### src/rtl/cmp_out_pkg.sv
package cmp_out_pkg;

    typedef enum logic [1:0] {
        ACT_NONE   = 2'b00,
        ACT_TOGGLE = 2'b01,
        ACT_CLEAR  = 2'b10,
        ACT_SET    = 2'b11
    } oc_act_e;

    typedef enum logic {
        OC_LOW  = 1'b0,
        OC_HIGH = 1'b1
    } oc_state_e;

endpackage

### src/rtl/cmp_out_event.sv
module cmp_out_event
    import cmp_out_pkg::*;
(
    input  logic       match,
    input  logic       force_stb,
    input  logic       non_pwm,
    input  logic [1:0] act_mode,
    output logic       fire,
    output oc_act_e    act
);
    // A force strobe only counts in non-PWM operation.
    always_comb begin
        fire = match | (force_stb & non_pwm);
        act  = oc_act_e'(act_mode);
    end
endmodule

### src/rtl/cmp_out_state.sv
module cmp_out_state
    import cmp_out_pkg::*;
(
    input  logic    clk,
    input  logic    rst,
    input  logic    fire,
    input  oc_act_e act,
    output logic    oc_level
);
    oc_state_e state_q, state_d;

    // State register.
    always_ff @(posedge clk) begin
        if (rst) state_q <= OC_LOW;
        else     state_q <= state_d;
    end

    // Transitions: SET_EVT, CLR_EVT, TGL_EVT.
    always_comb begin
        state_d = state_q;
        if (fire) begin
            unique case (act)
                ACT_NONE:   state_d = state_q;
                ACT_TOGGLE: state_d = (state_q == OC_HIGH) ? OC_LOW : OC_HIGH;
                ACT_CLEAR:  state_d = OC_LOW;
                ACT_SET:    state_d = OC_HIGH;
            endcase
        end
    end

    // Output.
    always_comb begin
        oc_level = (state_q == OC_HIGH);
    end

    a_r1_reset_low: assert property (@(posedge clk) rst |=> !oc_level);
    a_r2_none_holds: assert property (@(posedge clk) disable iff (rst)
        (fire && act == ACT_NONE) |=> $stable(oc_level));
    a_r3_toggle_flips: assert property (@(posedge clk) disable iff (rst)
        (fire && act == ACT_TOGGLE) |=> (oc_level != $past(oc_level)));
    a_r4_clear_low: assert property (@(posedge clk) disable iff (rst)
        (fire && act == ACT_CLEAR) |=> !oc_level);
    a_r4_set_high: assert property (@(posedge clk) disable iff (rst)
        (fire && act == ACT_SET) |=> oc_level);
    a_r7_idle_stable: assert property (@(posedge clk) disable iff (rst)
        !fire |=> $stable(oc_level));
endmodule

### src/rtl/cmp_out_pinmux.sv
module cmp_out_pinmux (
    input  logic [1:0] act_mode,
    input  logic       oc_level,
    input  logic       port_data,
    input  logic       ddr,
    output logic       pin_out,
    output logic       pin_oe
);
    logic takeover;

    always_comb begin
        takeover = |act_mode;
        pin_out  = takeover ? oc_level : port_data;
        pin_oe   = ddr;
    end
endmodule

### src/rtl/cmp_out_ctrl.sv
module cmp_out_ctrl #(
    parameter int NUM_CH = 2
) (
    input  logic                  clk,
    input  logic                  rst,
    input  logic                  non_pwm,
    input  logic [NUM_CH-1:0]     match,
    input  logic [NUM_CH-1:0]     force_stb,
    input  logic [2*NUM_CH-1:0]   act_mode,
    input  logic [NUM_CH-1:0]     port_data,
    input  logic [NUM_CH-1:0]     ddr,
    output logic [NUM_CH-1:0]     pin_out,
    output logic [NUM_CH-1:0]     pin_oe
);
    import cmp_out_pkg::*;

    localparam int ACT_W = 2;

    logic [NUM_CH-1:0] oc_lvl;

    for (genvar i = 0; i < NUM_CH; i++) begin : g_ch
        logic       fire;
        oc_act_e    act;
        logic [ACT_W-1:0] mode_i;

        assign mode_i = act_mode[ACT_W*i +: ACT_W];

        cmp_out_event u_event (
            .match     (match[i]),
            .force_stb (force_stb[i]),
            .non_pwm   (non_pwm),
            .act_mode  (mode_i),
            .fire      (fire),
            .act       (act)
        );

        cmp_out_state u_state (
            .clk      (clk),
            .rst      (rst),
            .fire     (fire),
            .act      (act),
            .oc_level (oc_lvl[i])
        );

        cmp_out_pinmux u_pinmux (
            .act_mode  (mode_i),
            .oc_level  (oc_lvl[i]),
            .port_data (port_data[i]),
            .ddr       (ddr[i]),
            .pin_out   (pin_out[i]),
            .pin_oe    (pin_oe[i])
        );

        a_r6_force_ignored: assert property (@(posedge clk) disable iff (rst)
            (!match[i] && !non_pwm) |=> $stable(oc_lvl[i]));
        a_r8_pin_shows_state: assert property (@(posedge clk) disable iff (rst)
            (mode_i != 2'b00) |-> (pin_out[i] == oc_lvl[i]));
        a_r5_force_applies_set: assert property (@(posedge clk) disable iff (rst)
            (force_stb[i] && non_pwm && mode_i == 2'b11) |=> oc_lvl[i]);
    end
endmodule

### config.mk
export PLATFORM = sky130hd
export DESIGN_NAME = cmp_out_ctrl
export DESIGN_NICKNAME = d
export VERILOG_FILES = /design/src/rtl/cmp_out_pkg.sv /design/src/rtl/cmp_out_event.sv /design/src/rtl/cmp_out_state.sv /design/src/rtl/cmp_out_pinmux.sv /design/src/rtl/cmp_out_ctrl.sv
export SDC_FILE = /design/constraint.sdc
export NUM_CORES = 1
export LEC_CHECK = 0
export CORE_AREA = 2 2 39 41
export DETAILED_ROUTE_END_ITERATION = 10
export DIE_AREA = 0 0 41 43
export DONT_BUFFER_PORTS = 1
export GPL_TIMING_DRIVEN = 0
export PLACE_DENSITY_LB_ADDON = 0.05
export SLEW_MARGIN = 10
export SYNTH_ARGS = -nofsm -noshare
export SYNTH_HDL_FRONTEND = slang
export SYNTH_SLANG_ARGS = --single-unit
export TNS_END_PERCENT = 30
### constraint.sdc
create_clock -name clk -period 1.24 [get_ports clk]
set_clock_uncertainty 0.1 [all_clocks]
set_input_delay 0.248 -clock clk [delete_from_list [all_inputs] [get_ports clk]]
set_output_delay 0.248 -clock clk [all_outputs]
set_load 0.01 [all_outputs]
==> impl_metrics.toml, run 1 <==
[status]
status = "finished, violations left"
violations = "negative setup slack"

[setup_path]
r2r_cells = 4
cp-start-kind = "register"
reg2reg_setup_slack_ns = 0.22
cp.arrival_ns = 0.91
crit_type = "reg -> out"
end_kind = "output pin"
rr_endpoint = "g_ch[1].u_state.oc_level"
worstPathRequired_ns = 0.89
setup.worst_path.start = "g_ch[1].u_state.oc_level"
timing.critical_path.to = "pin_out[1]"
r2r_start = "g_ch[1].u_state.oc_level"
critical_path_peak_fanout = 2

[final_layout]
final_common_cell = "buf_4"
nNetsFinal = 45
syn2layout_area_growth_pct = 45.45
final_cell_mix = "4 x buf_4, 3 x a21oi_1, 3 x clkbuf_4"
layout-drive-gt1-share_pct = 53.57
seq_area_um2 = 42.54
num-fill-cells = 167
multi_input_area_um2 = 112.6
n_antenna_cell = 0
largest_reg_flops = 2

[yosys]
synth-compound-area-share_pct = 28.67
synthMuxAreaShare_pct = 12.59
synth_cell_types = 11
seq_area_frac_synth_pct = 22.38
synth_top_family_by_area = "compound AO/OA/AOI/OAI gates"
synth_fa_ha_area_share_pct = 0
synth-xor-area-share_pct = 0
synthCells = 22
yosys.area_share.simple_pct = 19.58
netlist_area_um2 = 178.9
ys.warnings.count = 0
synth-seq-cells = 2
synth.avg_cell_area_um2 = 8.133
syn_nets = 37

[die]
chipHeight_um = 43
die_area_um2 = 1763
io-pin-count = 19
die_w_um = 41
start_util_pct = 12.93
core_um2 = 1384
fp-row-count = 14

[route]
wl_um = 475
dr_total_vias = 189
route.antenna.remaining_nets = 0
wire_per_inst_um = 10.80
drc = 0
drtIter0Drc = 2
first_pass_iters = 2
viasPerCell = 4.295

[global_routing]
grt_max_degree = 5
grt_usage_pct = 6.206
grt-busiest-layer = "met2"
grt_antenna_before_repair = 0
overflow = 0
grt_use_met1_pct = 6.051
grt_pass1_vias = 175
met2_usage_pct = 8.438
grt_util_met3_pct = 6.806
grt_pass1_wl_um = 669

[timing]
drv_slew = 0
fin_crit_sh_pct = 101.8
slew_headroom_pct = 84.58
holdWs_ns = 0.05736
hold_violations = 0
worstMarginPinSlew_ns = 0.2289
setup_viol = 2
period_minus_slack_ns = 1.262
fmax_mhz = 792.4
rsz0062_at_grt = "yes"
setup_ws_ns = -0.02204

[clock_tree]
htree_levels = 1
clock_sinks = 2
clockBufferDepth = 2
worstSkewPairLatency_ns = 0.22
path_clk_slew_ns = 0.03
tritoncts = "yes"
cts_root_buf = "clkbuf_4"
cts_buffers = 3

[pwr]
power_density_nw_per_um2 = 1091
sw_frac_of_total_pct = 22.11
power_frac_seq_pct = 26.2
combPwrFrac_pct = 24.4
power_mw = 0.2839
leakage_nw = 0.1092
clockPowerShare_pct = 49.3
switchingPower_mw = 0.06277
internal_power_mw = 0.2211
vdd.ir_drop.worst_mv = 0.4893

[placement]
hpwl_um = 369.8
port_buffers = 0
gp_congestion = 0.4832

[hold_path]
holdCritPathClass = "in -> reg"

[flow_run]
max_cap_violations = 0
==> power by group through the flow <==
stage	clock (mW)	combinational (mW)	sequential, mW
floorplan	0	0.0459	0.0744
global placement	0	0.0497	0.0760
detailed placement	0	0.0499	0.0760
CTS	0.148	0.0677	0.0744
global route	0.153	0.0746	0.0752
finish	0.140	0.0694	0.0745
==> timing repair <==
item,4_1_cts,5_1_grt
hold buffers,1,0
setup endpoints to repair,2,2
gates cloned,0,0
hold endpoints to repair,2,0
buffers inserted,2,0
gates resized for setup,4,1
==> layer usage <==
layer | share of wire [%] | wire (µm) | up-vias
met1 | 37 | 174 | 84
li1 | - | - | 90
met3 | 19 | 92 | 0
met4 | 0 | 0 | 0
met5 | 0 | 0 | -
met2 | 44 | 208 | 15
==> how the worst min path moves through the flow <==
stage	from	cells past startpoint	endpoint	slack [ns]
2_1_floorplan	rst	1	g_ch[1].u_state.oc_level	0.21
3_5_place_dp	rst	1	g_ch[1].u_state.oc_level	0.22
5_1_grt	act_mode[2]	2	g_ch[1].u_state.oc_level	0.05
3_3_place_gp	rst	1	g_ch[1].u_state.oc_level	0.21
4_1_cts	act_mode[2]	2	g_ch[1].u_state.oc_level	0.05
6_report	act_mode[2]	2	g_ch[1].u_state.oc_level	0.06
==> final cells by class <==
type	count	area share, %
multi-input cells	16	43.27
repair buffers	3	9.615
well taps	16	7.692
plain buffers	4	14.42
flip-flops and latches	2	16.35
clock buffers	3	8.654
==> cells by family after synthesis <==
family	Yosys count
AOI/OAI and AO/OA	8
and+or+nand+nor	6
buffers and inverters	4
muxes	2
DFF	2
==> Yosys cell counts, drive strengths merged <==
cell / number / area (µm²)
a21oi: 4 / 23.77
buf: 4 / 30.03
a211o: 2 / 17.52
dfxtp: 2 / 40.04
mux2: 2 / 22.52
nand2b: 2 / 12.51
nand3: 2 / 15.01
nor2: 2 / 7.510
o21ai: 2 / 10.01
==> worst max-delay path, stage by stage (launching register included) <==
cell and delay, ns:
dfxtp_2 0.31, mux2_4 0.27, buf_6 0.12
==> stage by stage <==
step                worst slack, ns  TNS [ns]  instances  util (%)  instance area, µm²
floorplan                   0.05931         0         22         -               178.9
global placement            0.02591         0         38     14.38               198.9
detailed placement          0.01578         0         38     14.38               198.9
CTS                        -0.03218  -0.06348         44     18.54               256.5
global route               -0.04989  -0.09426         44     18.81               260.3
finish                     -0.02204  -0.04205         44     18.81               260.3
(Power assumes the default switching activity.)
==> run 2, diff against run 1 <==
==> constraint.sdc (replaced) <==
create_clock -name clk -period 1.4 [get_ports clk]
set_clock_uncertainty 0.1 [all_clocks]
set_input_delay 0.28 -clock clk [delete_from_list [all_inputs] [get_ports clk]]
set_output_delay 0.28 -clock clk [all_outputs]
set_load 0.01 [all_outputs]
==> impl_metrics.toml, run 2 (synthesized netlist as in run 1, its figures left out) <==
[status]
status = "finished, final reports clean"

[timing]
drv_slew = 0
fin_crit_sh_pct = 94.53
setup_ws_ns = 0.07660
setup_viol = 0
holdWs_ns = 0.02141
fmax_mhz = 755.6
rsz0062_at_grt = "no"
worstMarginPinSlew_ns = 0.2167
period_minus_slack_ns = 1.323
hold_violations = 0
setup_tns_ns = 0
slew_headroom_pct = 85.40

[final_layout]
final_util_pct = 16.00
final_common_cell = "buf_4"
final_cell_mix = "4 x buf_4, 3 x a21oi_1, 3 x clkbuf_4"
num-fill-cells = 165
final_area_um2 = 221.5
largest_reg_flops = 2
final_cells = 41
layout-drive-gt1-share_pct = 44.00
n_antenna_cell = 0
nNetsFinal = 42
syn2layout_area_growth_pct = 23.78

[route]
route.antenna.remaining_nets = 0
wl_um = 435
drc = 0
wire_per_inst_um = 10.61
viasPerCell = 4.195
first_pass_iters = 2
dr_total_vias = 172
drtIter0Drc = 2

[setup_path]
cp.depth = 2
crit_type = "reg -> out"
r2r_start = "g_ch[1].u_state.oc_level"
end_kind = "output pin"
cp.arrival_ns = 0.94
crit_family = "flip-flops"
cpMaxStageDelayCell = "dfxtp_1"
rr_endpoint = "g_ch[1].u_state.oc_level"
r2r_cells = 3
crit_chain = "mux2_2 -> buf_4"
crit_buf_inv = 1
reg2reg_setup_slack_ns = 0.50
max_stage_delay_ns = 0.32
critical_path_peak_fanout = 4
worstPathRequired_ns = 1.02
cp-start-kind = "register"

[placement]
place_ws_ns = 0.1118
placed_area_um2 = 198.9
hpwl_um = 369.8
dpl.cell_count = 38
gp_congestion = 0.4832
port_buffers = 0

[global_routing]
overflow = 0
grt_antenna_before_repair = 0
grt_pass1_vias = 161
grt_max_degree = 5
grt_pass1_wl_um = 579
grt_usage_pct = 5.506

[pwr]
vdd.ir_drop.worst_mv = 0.4321
power_frac_seq_pct = 28.5
switchingPower_mw = 0.05074
sw_frac_of_total_pct = 21.73
combPwrFrac_pct = 18.5
leakage_nw = 0.08925
power_mw = 0.2335
internal_power_mw = 0.1828
clockPowerShare_pct = 52.9
power_density_nw_per_um2 = 1054

[clock_tree]
cts-resized-gates = 0
cts_root_buf = "clkbuf_4"
postCtsHoldBufs = 0
worstSkewPairLatency_ns = 0.22
clock_sinks = 2
htree_levels = 1
post-cts-setup-buffers = 0
clockBufferDepth = 2
tritoncts = "yes"
path_clk_slew_ns = 0.03
cts_buffers = 3

[hold_path]
holdCritPathClass = "in -> reg"
hp-start = "rst"
min_path_cells = 1
hold_path_end = "g_ch[1].u_state.oc_level"

[die]
core_um2 = 1384
start_util_pct = 12.93
io-pin-count = 19
die_w_um = 41
fp-row-count = 14
die_area_um2 = 1763
chipHeight_um = 43

[flow_run]
max_cap_violations = 0
==> run 2: how the worst max path moves through the flow <==
stage	startpoint	to	slack [ns]
after global placement	act_mode[2]	pin_out[1]	0.12
after detailed placement	act_mode[2]	pin_out[1]	0.11
after floorplan	act_mode[0]	pin_out[0]	0.16
final	g_ch[0].u_state.oc_level	pin_out[0]	0.08
after global routing	g_ch[1].u_state.oc_level	pin_out[1]	0.03
after CTS	g_ch[1].u_state.oc_level	pin_out[1]	0.06
==> run 2: cell type report <==
cell class,count,area [µm²],share of cell area [%]
plain buffers,4,30.03,13.56
clock buffers,3,22.52,10.17
multi-input cells,16,108.9,49.15
flip-flops and latches,2,40.04,18.08
well taps,16,20.02,9.040
==> run 2: routing by layer <==
layer | up-vias | GRT usage, % | wire length [µm]
li1 | 84 | - | -
met1 | 75 | 5.732 | 165
met2 | 13 | 6.563 | 179
met3 | 0 | 6.806 | 90
met4 | 0 | 2.000 | 0
met5 | - | 0 | 0
==> run 2: worst reg2reg max path, stage by stage (launching register included) <==
cell and delay [ns]:
dfxtp_1 0.32, a211o_1 0.24, nand3_2 0.08, a21oi_2 0.04
==> run 2: power groups by stage <==
stage / Clock (mW) / Sequential (mW) / Combinational [mW]
after floorplan: 0 / 0.0659 / 0.0406
after global placement: 0 / 0.0674 / 0.0440
after detailed placement: 0 / 0.0673 / 0.0442
after CTS: 0.132 / 0.0666 / 0.0443
after global routing: 0.135 / 0.0676 / 0.0474
final: 0.124 / 0.0666 / 0.0433
